[src/rtl/sdram_cmd_pkg.sv]
package sdram_cmd_pkg;
  localparam int WAIT_W = 6;

  typedef enum logic [3:0] {
    CMD_DESEL, CMD_NOP, CMD_ACT, CMD_RD, CMD_WR,
    CMD_PRE, CMD_PREALL, CMD_REF, CMD_MRS
  } memCmd_t;

  // Strobes from control to datapath
  typedef struct packed {
    memCmd_t           cmd;
    logic              loadReq;
    logic              loadWait;
    logic [WAIT_W-1:0] waitLen;
  } ctlStrobe_t;
endpackage

[src/rtl/sdram_cmd_datapath.sv]
module sdram_cmd_datapath
  import sdram_cmd_pkg::*;
#(
  parameter int ROW_W        = 13,
  parameter int COL_W        = 10,
  parameter int BANK_W       = 2,
  parameter int INIT_CYCLES  = 20000,
  parameter int REF_INTERVAL = 781,
  parameter logic [ROW_W-1:0] MODE_WORD = 13'h032,
  parameter int T_RCD        = 2,
  parameter int T_RP         = 2,
  parameter int T_RFC        = 7,
  parameter int T_MRD        = 2,
  parameter int COL_GAP      = 4
) (
  input  logic                            clk,
  input  logic                            rstN,
  input  ctlStrobe_t                      strobe,
  input  logic                            reqWrite,
  input  logic                            reqAutoPre,
  input  logic [BANK_W+ROW_W+COL_W-1:0]   reqAddr,
  output logic                            initDone,
  output logic                            refreshDue,
  output logic                            waitDone,
  output logic                            bankOpen,
  output logic                            rowHit,
  output logic                            anyOpen,
  output logic                            reqIsWrite,
  output logic                            reqIsAutoPre,
  output logic                            reqDone,
  output logic                            memCke,
  output logic                            memCsN,
  output logic                            memRasN,
  output logic                            memCasN,
  output logic                            memWeN,
  output logic [BANK_W-1:0]               memBa,
  output logic [ROW_W-1:0]                memAddr
);
  localparam int BANKS   = 1 << BANK_W;
  localparam int AP_BIT  = 10;
  localparam int INIT_W  = $clog2(INIT_CYCLES + 1);
  localparam int REF_W   = $clog2(REF_INTERVAL);
  localparam int SAT_W   = 6;
  localparam int DUE_LIMIT = 3 * T_RP + T_RCD + COL_GAP + T_RFC + T_MRD + 8;

  // Latched request
  logic [BANK_W-1:0] reqBank;
  logic [ROW_W-1:0]  reqRow;
  logic [COL_W-1:0]  reqCol;

  always_ff @(posedge clk or negedge rstN) begin
    if (!rstN) begin
      reqBank <= '0; reqRow <= '0; reqCol <= '0;
      reqIsWrite <= 1'b0; reqIsAutoPre <= 1'b0;
    end else if (strobe.loadReq) begin
      {reqBank, reqRow, reqCol} <= reqAddr;
      reqIsWrite   <= reqWrite;
      reqIsAutoPre <= reqAutoPre;
    end
  end

  // Open-row tracking, one entry per bank
  logic [BANKS-1:0] openValid;
  logic [ROW_W-1:0] openRow [BANKS];

  for (genvar g = 0; g < BANKS; g++) begin : gBank
    logic             validQ;
    logic [ROW_W-1:0] rowQ;
    logic             selThis;
    assign selThis = (reqBank == BANK_W'(g));
    always_ff @(posedge clk or negedge rstN) begin
      if (!rstN) begin
        validQ <= 1'b0;
        rowQ   <= '0;
      end else begin
        case (strobe.cmd)
          CMD_ACT:        if (selThis) begin validQ <= 1'b1; rowQ <= reqRow; end
          CMD_PRE:        if (selThis) validQ <= 1'b0;
          CMD_PREALL:     validQ <= 1'b0;
          CMD_RD, CMD_WR: if (selThis && reqIsAutoPre) validQ <= 1'b0;
          default: ;
        endcase
      end
    end
    assign openValid[g] = validQ;
    assign openRow[g]   = rowQ;
  end

  assign bankOpen = openValid[reqBank];
  assign rowHit   = bankOpen && (openRow[reqBank] == reqRow);
  assign anyOpen  = |openValid;

  // Spacing counter
  logic [WAIT_W-1:0] waitCnt;
  always_ff @(posedge clk or negedge rstN) begin
    if (!rstN)                waitCnt <= '0;
    else if (strobe.loadWait) waitCnt <= strobe.waitLen - WAIT_W'(2);
    else if (waitCnt != '0)   waitCnt <= waitCnt - WAIT_W'(1);
  end
  assign waitDone = (waitCnt == '0);

  // Settling time after reset
  logic [INIT_W-1:0] initCnt;
  always_ff @(posedge clk or negedge rstN) begin
    if (!rstN)          initCnt <= '0;
    else if (!initDone) initCnt <= initCnt + INIT_W'(1);
  end
  assign initDone = (initCnt == INIT_W'(INIT_CYCLES));

  // Refresh interval timer
  logic [REF_W-1:0] refCnt;
  always_ff @(posedge clk or negedge rstN) begin
    if (!rstN) begin
      refCnt <= '0;
      refreshDue <= 1'b0;
    end else if (initDone) begin
      if (refCnt == REF_W'(REF_INTERVAL - 1)) begin
        refCnt <= '0;
        refreshDue <= 1'b1;
      end else begin
        refCnt <= refCnt + REF_W'(1);
        if (strobe.cmd == CMD_REF) refreshDue <= 1'b0;
      end
    end
  end

  // Address and bank for the next command
  logic [ROW_W-1:0]  nextAddr;
  logic [BANK_W-1:0] nextBa;
  always_comb begin
    nextAddr = '0;
    nextBa   = '0;
    case (strobe.cmd)
      CMD_ACT: begin nextAddr = reqRow; nextBa = reqBank; end
      CMD_RD, CMD_WR: begin
        nextAddr[COL_W-1:0] = reqCol;
        nextAddr[AP_BIT]    = reqIsAutoPre;
        nextBa              = reqBank;
      end
      CMD_PRE:    nextBa = reqBank;
      CMD_PREALL: nextAddr[AP_BIT] = 1'b1;
      CMD_MRS:    nextAddr = MODE_WORD;
      default: ;
    endcase
  end

  memCmd_t cmdQ;
  always_ff @(posedge clk or negedge rstN) begin
    if (!rstN) begin
      cmdQ <= CMD_DESEL; memAddr <= '0; memBa <= '0; memCke <= 1'b0;
    end else begin
      cmdQ <= strobe.cmd; memAddr <= nextAddr; memBa <= nextBa; memCke <= 1'b1;
    end
  end

  always_comb begin
    case (cmdQ)
      CMD_NOP:             {memCsN, memRasN, memCasN, memWeN} = 4'b0111;
      CMD_ACT:             {memCsN, memRasN, memCasN, memWeN} = 4'b0011;
      CMD_RD:              {memCsN, memRasN, memCasN, memWeN} = 4'b0101;
      CMD_WR:              {memCsN, memRasN, memCasN, memWeN} = 4'b0100;
      CMD_PRE, CMD_PREALL: {memCsN, memRasN, memCasN, memWeN} = 4'b0010;
      CMD_REF:             {memCsN, memRasN, memCasN, memWeN} = 4'b0001;
      CMD_MRS:             {memCsN, memRasN, memCasN, memWeN} = 4'b0000;
      default:             {memCsN, memRasN, memCasN, memWeN} = 4'b1111;
    endcase
  end
  assign reqDone = (cmdQ == CMD_RD) || (cmdQ == CMD_WR);

  // Timing observers used by the assertions below
  logic [SAT_W-1:0] sinceAct, sincePre, sinceCol;
  logic [7:0]       dueAge;
  always_ff @(posedge clk or negedge rstN) begin
    if (!rstN) begin
      sinceAct <= '1; sincePre <= '1; sinceCol <= '1; dueAge <= '0;
    end else begin
      sinceAct <= (cmdQ == CMD_ACT) ? SAT_W'(1) : ((&sinceAct) ? sinceAct : sinceAct + SAT_W'(1));
      sincePre <= (cmdQ == CMD_PRE || cmdQ == CMD_PREALL) ? SAT_W'(1)
                  : ((&sincePre) ? sincePre : sincePre + SAT_W'(1));
      sinceCol <= reqDone ? SAT_W'(1) : ((&sinceCol) ? sinceCol : sinceCol + SAT_W'(1));
      dueAge   <= refreshDue ? ((&dueAge) ? dueAge : dueAge + 8'd1) : 8'd0;
    end
  end

  a_r1_desel_until_init: assert property (@(posedge clk) disable iff (!rstN)
    !initDone |=> (cmdQ == CMD_DESEL));
  a_r5_act_to_col: assert property (@(posedge clk) disable iff (!rstN)
    reqDone |-> (sinceAct >= SAT_W'(T_RCD)));
  a_r7_pre_to_act: assert property (@(posedge clk) disable iff (!rstN)
    (cmdQ == CMD_ACT) |-> (sincePre >= SAT_W'(T_RP)));
  a_r12_col_gap: assert property (@(posedge clk) disable iff (!rstN)
    (cmdQ != CMD_NOP && cmdQ != CMD_DESEL) |-> (sinceCol >= SAT_W'(COL_GAP)));
  a_r10_due_bounded: assert property (@(posedge clk) disable iff (!rstN)
    refreshDue |-> (dueAge < 8'(DUE_LIMIT)));
endmodule

[src/rtl/sdram_cmd_fsm.sv]
module sdram_cmd_fsm
  import sdram_cmd_pkg::*;
#(
  parameter int T_RCD   = 2,
  parameter int T_RP    = 2,
  parameter int T_RFC   = 7,
  parameter int T_MRD   = 2,
  parameter int COL_GAP = 4
) (
  input  logic       clk,
  input  logic       rstN,
  input  logic       reqValid,
  input  logic       initDone,
  input  logic       refreshDue,
  input  logic       waitDone,
  input  logic       bankOpen,
  input  logic       rowHit,
  input  logic       anyOpen,
  input  logic       reqIsWrite,
  input  logic       reqIsAutoPre,
  output logic       reqReady,
  output ctlStrobe_t strobe
);
  localparam logic [WAIT_W-1:0] W_RCD  = WAIT_W'(T_RCD);
  localparam logic [WAIT_W-1:0] W_RP   = WAIT_W'(T_RP);
  localparam logic [WAIT_W-1:0] W_RFC  = WAIT_W'(T_RFC);
  localparam logic [WAIT_W-1:0] W_MRD  = WAIT_W'(T_MRD);
  localparam logic [WAIT_W-1:0] W_COL  = WAIT_W'(COL_GAP);
  localparam logic [WAIT_W-1:0] W_COLP = WAIT_W'(COL_GAP + T_RP);

  typedef enum logic [2:0] {
    S_INIT, S_INIT_REF, S_MRS, S_IDLE, S_ACCESS, S_REF, S_WAIT
  } state_t;

  state_t state, stateN, retState, retStateN;

  always_ff @(posedge clk or negedge rstN) begin
    if (!rstN) begin
      state <= S_INIT; retState <= S_IDLE;
    end else begin
      state <= stateN; retState <= retStateN;
    end
  end

  assign reqReady = (state == S_IDLE) && !refreshDue;

  always_comb begin
    stateN    = state;
    retStateN = retState;
    strobe    = '{cmd: CMD_NOP, loadReq: 1'b0, loadWait: 1'b0, waitLen: '0};
    case (state)
      S_INIT: begin
        strobe.cmd = CMD_DESEL;
        if (initDone) begin
          strobe = '{cmd: CMD_PREALL, loadReq: 1'b0, loadWait: 1'b1, waitLen: W_RP};
          stateN = S_WAIT; retStateN = S_INIT_REF;
        end
      end
      S_INIT_REF: begin
        strobe = '{cmd: CMD_REF, loadReq: 1'b0, loadWait: 1'b1, waitLen: W_RFC};
        stateN = S_WAIT; retStateN = S_MRS;
      end
      S_MRS: begin
        strobe = '{cmd: CMD_MRS, loadReq: 1'b0, loadWait: 1'b1, waitLen: W_MRD};
        stateN = S_WAIT; retStateN = S_IDLE;
      end
      S_IDLE: begin
        if (refreshDue) begin
          if (anyOpen) begin
            strobe = '{cmd: CMD_PREALL, loadReq: 1'b0, loadWait: 1'b1, waitLen: W_RP};
            stateN = S_WAIT; retStateN = S_REF;
          end else begin
            strobe = '{cmd: CMD_REF, loadReq: 1'b0, loadWait: 1'b1, waitLen: W_RFC};
            stateN = S_WAIT; retStateN = S_IDLE;
          end
        end else if (reqValid) begin
          strobe.loadReq = 1'b1;
          stateN = S_ACCESS;
        end
      end
      S_ACCESS: begin
        if (rowHit) begin
          strobe = '{cmd: reqIsWrite ? CMD_WR : CMD_RD, loadReq: 1'b0, loadWait: 1'b1,
                     waitLen: reqIsAutoPre ? W_COLP : W_COL};
          stateN = S_WAIT; retStateN = S_IDLE;
        end else if (bankOpen) begin
          strobe = '{cmd: CMD_PRE, loadReq: 1'b0, loadWait: 1'b1, waitLen: W_RP};
          stateN = S_WAIT; retStateN = S_ACCESS;
        end else begin
          strobe = '{cmd: CMD_ACT, loadReq: 1'b0, loadWait: 1'b1, waitLen: W_RCD};
          stateN = S_WAIT; retStateN = S_ACCESS;
        end
      end
      S_REF: begin
        strobe = '{cmd: CMD_REF, loadReq: 1'b0, loadWait: 1'b1, waitLen: W_RFC};
        stateN = S_WAIT; retStateN = S_IDLE;
      end
      S_WAIT: if (waitDone) stateN = retState;
      default: stateN = S_INIT;
    endcase
  end

  // refresh only with all banks closed
  a_r9_ref_banks_closed: assert property (@(posedge clk) disable iff (!rstN)
    (strobe.cmd == CMD_REF) |-> !anyOpen);
endmodule

[src/rtl/sdram_cmd_ctrl.sv]
module sdram_cmd_ctrl
  import sdram_cmd_pkg::*;
#(
  parameter int ROW_W       = 13,
  parameter int COL_W       = 10,
  parameter int BANK_W      = 2,
  parameter int CLK_MHZ     = 100,
  parameter int WINDOW_US   = 64000,
  parameter int REF_COUNT   = 8192,
  parameter int INIT_CYCLES = 20000,
  parameter logic [ROW_W-1:0] MODE_WORD = 13'h032,
  parameter int T_RCD       = 2,
  parameter int T_RP        = 2,
  parameter int T_RFC       = 7,
  parameter int T_MRD       = 2,
  parameter int COL_GAP     = 4
) (
  input  logic                          clk,
  input  logic                          rstN,
  input  logic                          reqValid,
  input  logic                          reqWrite,
  input  logic                          reqAutoPre,
  input  logic [BANK_W+ROW_W+COL_W-1:0] reqAddr,
  output logic                          reqReady,
  output logic                          reqDone,
  output logic                          memCke,
  output logic                          memCsN,
  output logic                          memRasN,
  output logic                          memCasN,
  output logic                          memWeN,
  output logic [BANK_W-1:0]             memBa,
  output logic [ROW_W-1:0]              memAddr
);
  localparam int REF_INTERVAL = (WINDOW_US * CLK_MHZ) / REF_COUNT;

  ctlStrobe_t strobe;
  logic initDone, refreshDue, waitDone, bankOpen, rowHit, anyOpen;
  logic reqIsWrite, reqIsAutoPre;

  sdram_cmd_fsm #(
    .T_RCD(T_RCD), .T_RP(T_RP), .T_RFC(T_RFC), .T_MRD(T_MRD), .COL_GAP(COL_GAP)
  ) u_fsm (
    .clk(clk), .rstN(rstN), .reqValid(reqValid), .initDone(initDone),
    .refreshDue(refreshDue), .waitDone(waitDone), .bankOpen(bankOpen),
    .rowHit(rowHit), .anyOpen(anyOpen), .reqIsWrite(reqIsWrite),
    .reqIsAutoPre(reqIsAutoPre), .reqReady(reqReady), .strobe(strobe)
  );

  sdram_cmd_datapath #(
    .ROW_W(ROW_W), .COL_W(COL_W), .BANK_W(BANK_W), .INIT_CYCLES(INIT_CYCLES),
    .REF_INTERVAL(REF_INTERVAL), .MODE_WORD(MODE_WORD), .T_RCD(T_RCD),
    .T_RP(T_RP), .T_RFC(T_RFC), .T_MRD(T_MRD), .COL_GAP(COL_GAP)
  ) u_dp (
    .clk(clk), .rstN(rstN), .strobe(strobe), .reqWrite(reqWrite),
    .reqAutoPre(reqAutoPre), .reqAddr(reqAddr), .initDone(initDone),
    .refreshDue(refreshDue), .waitDone(waitDone), .bankOpen(bankOpen),
    .rowHit(rowHit), .anyOpen(anyOpen), .reqIsWrite(reqIsWrite),
    .reqIsAutoPre(reqIsAutoPre), .reqDone(reqDone), .memCke(memCke),
    .memCsN(memCsN), .memRasN(memRasN), .memCasN(memCasN), .memWeN(memWeN),
    .memBa(memBa), .memAddr(memAddr)
  );
endmodule

[config.mk]
export PLATFORM = sky130hd
export DESIGN_NAME = sdram_cmd_ctrl
export DESIGN_NICKNAME = d
export VERILOG_FILES = /design/src/rtl/sdram_cmd_pkg.sv /design/src/rtl/sdram_cmd_datapath.sv /design/src/rtl/sdram_cmd_fsm.sv /design/src/rtl/sdram_cmd_ctrl.sv
export SDC_FILE = /design/constraint.sdc
export NUM_CORES = 1
export LEC_CHECK = 0
export ABC_AREA = 1
export BUFFER_PORTS_ARGS = -buffer_cell sky130_fd_sc_hd__buf_4
export CAP_MARGIN = 20
export CORE_ASPECT_RATIO = 1.4
export CORE_MARGIN = 3
export CORE_UTILIZATION = 44
export CTS_CLUSTER_SIZE = 20
export DETAILED_ROUTE_END_ITERATION = 12
export HOLD_SLACK_MARGIN = 0.05
export PLACE_DENSITY_LB_ADDON = 0.25
export SYNTH_ARGS = -nofsm -noshare
export SYNTH_HDL_FRONTEND = slang
export SYNTH_SLANG_ARGS = --single-unit
[constraint.sdc]
create_clock -name clk -period 6.3 [get_ports clk]
set_input_delay 0.63 -clock clk [delete_from_list [all_inputs] [get_ports clk]]
set_output_delay 0.63 -clock clk [all_outputs]
set_load 0.05 [all_outputs]
== After elaboration in Yosys (flattened, before gate mapping) ==
Memory sizes are Yosys's and may differ from the RTL's.
Cells that the tools add are included.

* Add/sub/neg operators: 4
* Multipliers: 0
* Div/mod/pow operators: 0
* Order comparisons: 2
* Eq/ne operators: 37
* Shift-type cells: 0
* Multiplexer cells: 51
* Bitwise gates (word level): 1
* Reductions and logical operators: 33

{| class="wikitable"
|+ Operator list
! cell !! number
|-
| $pmux 12 s5 || 1
|-
| $mux 3 || 10
|-
| $pmux 10 s3 || 1
|-
| $ne 2x1->1 const B || 14
|-
| $bmux 13 s2 || 1
|-
| $mux 13 || 2
|-
| $mux 11 || 2
|-
| $eq 4x3->1 const B || 5
|-
| $mux 1 || 17
|-
| $pmux 1 s4 || 4
|-
| $reduce_and 4->1 || 4
|-
| $add 15x1->15 const B || 1
|-
| $eq 15x15->1 const B || 1
|-
| $pmux 3 s5 || 1
|-
| $eq 13x13->1 || 1
|-
| $eq 4x2->1 const B || 3
|-
| $mux 12 || 1
|-
| $mux 6 || 2
|-
| $pmux 3 s4 || 1
|-
| $reduce_or 4->1 || 3
|-
| $add 10x1->10 const B || 1
|-
| $eq 10x10->1 const B || 1
|-
| $mux 10 || 1
|-
| $reduce_and 2->1 || 5
|-
| 30 further kinds || 45
|}

* Register bits: 141
* Bits in latches: 0
* RAM bits: 0
* Bits in read-only memories: 64
* Input bits: 30
* Output and inout port bits: 22
* Logic and storage cells: 152
* Memories kept: 1

{| class="wikitable"
|+ Memory list
! name !! depth !! width !! read ports !! clocked after Yosys merged registers in !! wr ports !! line !! RTL
|-
| (name not given) || 16 || 4 || 1 || 0 || 0 || sdram_cmd_datapath.sv:157 || <nowiki>case (cmdQ)</nowiki>
|}

== Longest topological paths before layout ==
* Depth in word-level cells: 12
* Depth in mapped cells: 24
* Depth with buffers taken out: 21

== By module ==
A second synthesis with hierarchy kept.

* Cells, all modules: 882
* Area, all modules: 7,074.3 um2

{| class="wikitable"
|+ By module, submodules not included
! module !! times used !! cells each !! area an instance (um2)
|-
| sdram_cmd_datapath || 1 || 787 || 6,414.9
|-
| sdram_cmd_fsm || 1 || 95 || 659.4
|}

== Worst setup path after synthesis ==
No wires, ideal clock.

* Path kind: register to register
* From: register u_fsm.state[2]
* To: register u_dp.reqRow[10]
* Arrival: 2,523 ps
* Data required time: 6,222 ps
* Slack: 3,699 ps
* Stages on the path, launching flop included: 10
* Path buffers: 2
* Period minus slack after synthesis: 2,601 ps
* Cell sequence: dfrtp_1 inv_1 nand2_1 nor2_1 inv_1 nor2_1 nand2_1 clkbuf_1 clkbuf_1 a21oi_1

* Longest elaborated chain between the ends: 3

{| class="wikitable"
|+ RTL lines
! element !! line !! RTL
|-
| start, declared || sdram_cmd_fsm.sv:35 || <nowiki>state_t state, stateN, retState, retStateN;</nowiki>
|-
| start signal, assigned || sdram_cmd_fsm.sv:41 || <nowiki>state <= stateN; retState <= retStateN;</nowiki>
|-
| $eq 3x1->1 or $eq 3x3->1 (tied branches) || sdram_cmd_fsm.sv:51 || <nowiki>case (state)</nowiki>
|-
| $reduce_or 2->1 (no line) || - ||
|-
| $pmux 12 s5 * || sdram_cmd_fsm.sv:51 ||
|-
| end signal, assigned || sdram_cmd_datapath.sv:56 || <nowiki>{reqBank, reqRow, reqCol} <= reqAddr;</nowiki>
|-
| end, declared || sdram_cmd_datapath.sv:48 || <nowiki>logic [ROW_W-1:0] reqRow;</nowiki>
|}

Mark *: on every way between the ends. The rest lies on a longest branch, timed or not.
A chain may end at the register's enable or synchronous reset.

== Worst setup path after layout ==
* From: register u_dp.reqBank[1]
* To: register u_dp.gBank[0].rowQ[9]

* Longest elaborated chain between the ends: 10

{| class="wikitable"
|+ RTL lines
! element !! line !! RTL
|-
| start, declared || sdram_cmd_datapath.sv:47 || <nowiki>logic [BANK_W-1:0] reqBank;</nowiki>
|-
| start signal, assigned || sdram_cmd_datapath.sv:56 ||
|-
| $not 2->3 (implied by the code) || sdram_cmd_datapath.sv:90 || <nowiki>assign rowHit = bankOpen && (openRow[reqBank] == reqRow);</nowiki>
|-
| $bmux 13 s2 || sdram_cmd_datapath.sv:90 ||
|-
| $mux 13 (implied by the code) (2 in series) || sdram_cmd_datapath.sv:90 ||
|-
| $eq 13x13->1 || sdram_cmd_datapath.sv:90 ||
|-
| $logic_and 1x1->1 || sdram_cmd_datapath.sv:90 ||
|-
| $mux 12 || sdram_cmd_fsm.sv:82 || <nowiki>if (rowHit) begin</nowiki>
|-
| $pmux 12 s5 || sdram_cmd_fsm.sv:51 ||
|-
| $eq 4x2->1 || sdram_cmd_datapath.sv:76 || <nowiki>case (strobe.cmd)</nowiki>
|-
| $reduce_and 2->1 (no line) * || - ||
|-
| end signal, assigned || sdram_cmd_datapath.sv:74 || <nowiki>rowQ <= '0;</nowiki>
|-
| end signal, assigned || sdram_cmd_datapath.sv:77 || <nowiki>CMD_ACT: if (selThis) begin validQ <= 1'b1; rowQ <= reqRow; end</nowiki>
|-
| end, declared || sdram_cmd_datapath.sv:68 || <nowiki>logic [ROW_W-1:0] rowQ;</nowiki>
|}

Mark *: on every way between the ends. The rest lies on a longest branch, timed or not. The select of a mux whose other input is x is not followed.

==> metrics.txt <==
Hold Crit Class primary input to asynchronous set/reset pin; CP startpoint kind register; Period minus WS final 3.57 ns; DRT Pass-1 Iters 5; DR vias/cell 5.14; Syn. warnings 0; setup slack at placement 2.28 ns; crit path cell chain inv_1, nand2_1, nand2_1, nand2_1, nand2_1, nor2_1, nand2_1, nor2_2, nand3_2, a21oi_4, nand2_2, inv_2, nand2_4, inv_6, nand3_4, nand2_1, o21ai_2; initial antenna violation count 0; post-synth design cell area 6920 um^2; CP dominant cell by count nand2_1; fmax 280 MHz; Yosys top cell area share 50.2%; critical setup path kind register to register; Setup crit end kind register; Max Buffers Root-to-Sink 2; DRC viols 0; area delta synth->final 14.4%; Post-synth EDFFs 0; slowest CP cell dfrtp_1; CORE AREA 15,200 um^2; postcts setup bufs 0; initial drt markers 315; maximum vdd drop 0.197 mV; via count 5,499; die width 112 um; synthesized instance count 817; Reg clk slew, reported paths 0.07 ns; Leak 3.96 nW; M1 WL 6580 um; MaxCap Viol Count 0; status completed; Placer Congestion 0.856; hold-fix buffers at CTS 0; Clock Tree Root clkbuf_16; Core Util, Final 52.2%; Synth area leaders dfrtp_1, nand2_1, inv_1; post-synthesis sequential area ratio 51.0%; Final setup viols 0; cell area after layout 7920 um^2; CP Max Fanout 27; final setup margin 2.73 ns; Routed Wire Length 15,900 um; RSZ-0062 raised after global routing no; Worst path max stage delay 0.80 ns; Tot GR Track Use 19.6%; Rows 53; Nets 904; CTS tree yes; largest net degree at the start of global routing 87; Placed Area 7350 um^2; Total Power 3.98 mW; max layer used met4; FILL cells 1,441; Initial Util 45.6%; Fin Setup TNS 0 ns; pwr dens 503 nW/um^2; total gr overflow 0; Commonest cells post-synth nand2_1, dfrtp_1, inv_1; IO Count 52; most frequent cell after synthesis nand2_1; Antenna diodes 0; full die area 17,300 um^2; Die Ht 154 um; Worst-Skew Late Latency 0.43 ns; H-tree depth 4; Buffers on Ports 51; cell taking the most area after synthesis dfrtp_1; count of final max-slew check failures 0; CP required 6.60 ns; final hold violations 0; Post-Syn Area per Cell 8.47 um^2; Detail Route met2 WL 8170 um; first-pass GRT wire length 26,900 um; final period utilization 56.7%; share of layout cells above drive strength 1 15.2%; CP arrival 3.87 ns; Post-CTS Resized 0; WL met3 676 um; syn_nets 857; clk_skew 0.0130 ns; Routed WL per cell 14.9 um; #FFs+latches synth 141; async set-reset flop share out of synthesis 100%; number of global-route vias before repair 5,520; Rel. slew slack 40.4%; Synth Flop Type dfrtp_1; post-DP HPWL 11,100 um; Unique masters post-synth 42; Least-Margin Pin Slew 0.891 ns; Routed Antenna Nets 0; CTS sink count 141; TritonCTS Buffers 17
[sequential cells by signal (all words and copies together), names as in the netlist]
signal and cells:
u_dp.initCnt 15, u_dp.memCke 1, u_dp.cmdQ 4, u_dp.reqCol 10, u_dp.memBa 2, u_dp.reqIsWrite 1, u_dp.reqBank 2, u_dp.refreshDue 1
u_dp.reqIsAutoPre 1, u_dp.refCnt 10, u_dp.gBank.validQ 4, u_fsm.state 3, u_fsm.retState 3, u_dp.waitCnt 6, u_dp.memAddr 13, u_dp.reqRow 13
u_dp.gBank.rowQ 52
[layout make-up]
| cell class | count | area [um^2] | area share [%] |
|---|---|---|---|
| flip-flops and latches | 141 | 3530 | 44.6 |
| inverters | 74 | 290 | 3.66 |
| repair buffers | 54 | 407 | 5.13 |
| clock buffers | 18 | 439 | 5.54 |
| clock inverters | 14 | 128 | 1.61 |
| multi-input cells | 576 | 2890 | 36.4 |
| well taps | 192 | 240 | 3.03 |
[through the flow]
step                      std cells  hold slack [ns]
after floorplan                 817            0.334
after global routing           1069            0.319
after detailed placement       1036            0.469
final                          1069            0.257
after CTS                      1068            0.288
after global placement         1036            0.465
[logic make-up after synthesis]
kind of cell / Yosys count / share of synthesized area [%]
XOR/XNOR: 18 / 2.28
adder cells (fa/ha/maj): 10 / 1.81
multiplexers: 11 / 1.79
AND/OR/NAND/NOR: 403 / 24.9
flip-flops: 141 / 51.0
AO/OA/AOI/OAI: 133 / 10.8
other: 1 / 0.0542
buffers and inverters: 100 / 7.32
[critical path, delay by kind of cell (launching register included)]
kind,cells,cell delay (ns)
AOI/OAI and AO/OA,2,0.27
buffers and inverters,3,0.74
DFF,1,0.80
and+or+nand+nor,12,1.62
[report_power, final]
part,internal [mW],total (mW),leakage [nW],switching (mW)
Sequential,1.24,1.46,1.78,0.221
Combinational,0.520,1.57,1.91,1.05
Clock,0.529,0.953,0.274,0.424
Total,2.29,3.98,3.96,1.70
[per-layer routing]
metal | track usage [%] | vias up
met5 | 0 | -
met1 | 23.3 | 2597
met2 | 34.3 | 127
met4 | 8.42 | 0
li1 | - | 2744
met3 | 3.99 | 31
[cell usage in the layout, fill, tap and decap left out, types with 2 or more instances in the layout]
master	instances
a211oi_1	4
inv_2	2
xnor2_1	5
nor2_1	57
clkbuf_16	17
clkinvlp_4	2
nand3_1	36
inv_8	4
nor3_1	13
nor4_1	5
ha_1	10
o21ai_0	35
mux2_2	11
clkinv_4	5
o211ai_1	3
and3_1	2
dfstp_2	2
o22ai_1	4
inv_6	5
o21ai_2	10
or2_2	2
nand3_2	2
xor2_1	13
dfrtp_1	139
nand3_4	4
buf_4	52
o21ai_1	42
nand2_2	7
a21oi_1	31
nand2_1	262
inv_1	70
nand4_1	8
[path summary, 6_finish.rpt]
path | start | endpoint | slack, ns | cells past startpoint
min reg2reg | u_dp.gBank[1].rowQ[2]$_DFFE_PN0P_ | u_dp.gBank[1].rowQ[2]$_DFFE_PN0P_ | 0.48 | 2
max | u_dp.reqBank[1]$_DFFE_PN0P_ | u_dp.gBank[0].rowQ[9]$_DFFE_PN0P_ | 2.73 | 17
max reg2reg | u_dp.reqBank[1]$_DFFE_PN0P_ | u_dp.gBank[0].rowQ[9]$_DFFE_PN0P_ | 2.73 | 17
max in group asynchronous | rstN | u_dp.waitCnt[0]$_DFFE_PN0P_ | 4.83 | 2
min in group clk | reqAddr[6] | u_dp.reqCol[6]$_DFFE_PN0P_ | 0.43 | 2
min | rstN | u_dp.memAddr[8]$_DFF_PN0_ | 0.26 | 1
(Power assumes the default switching activity.)
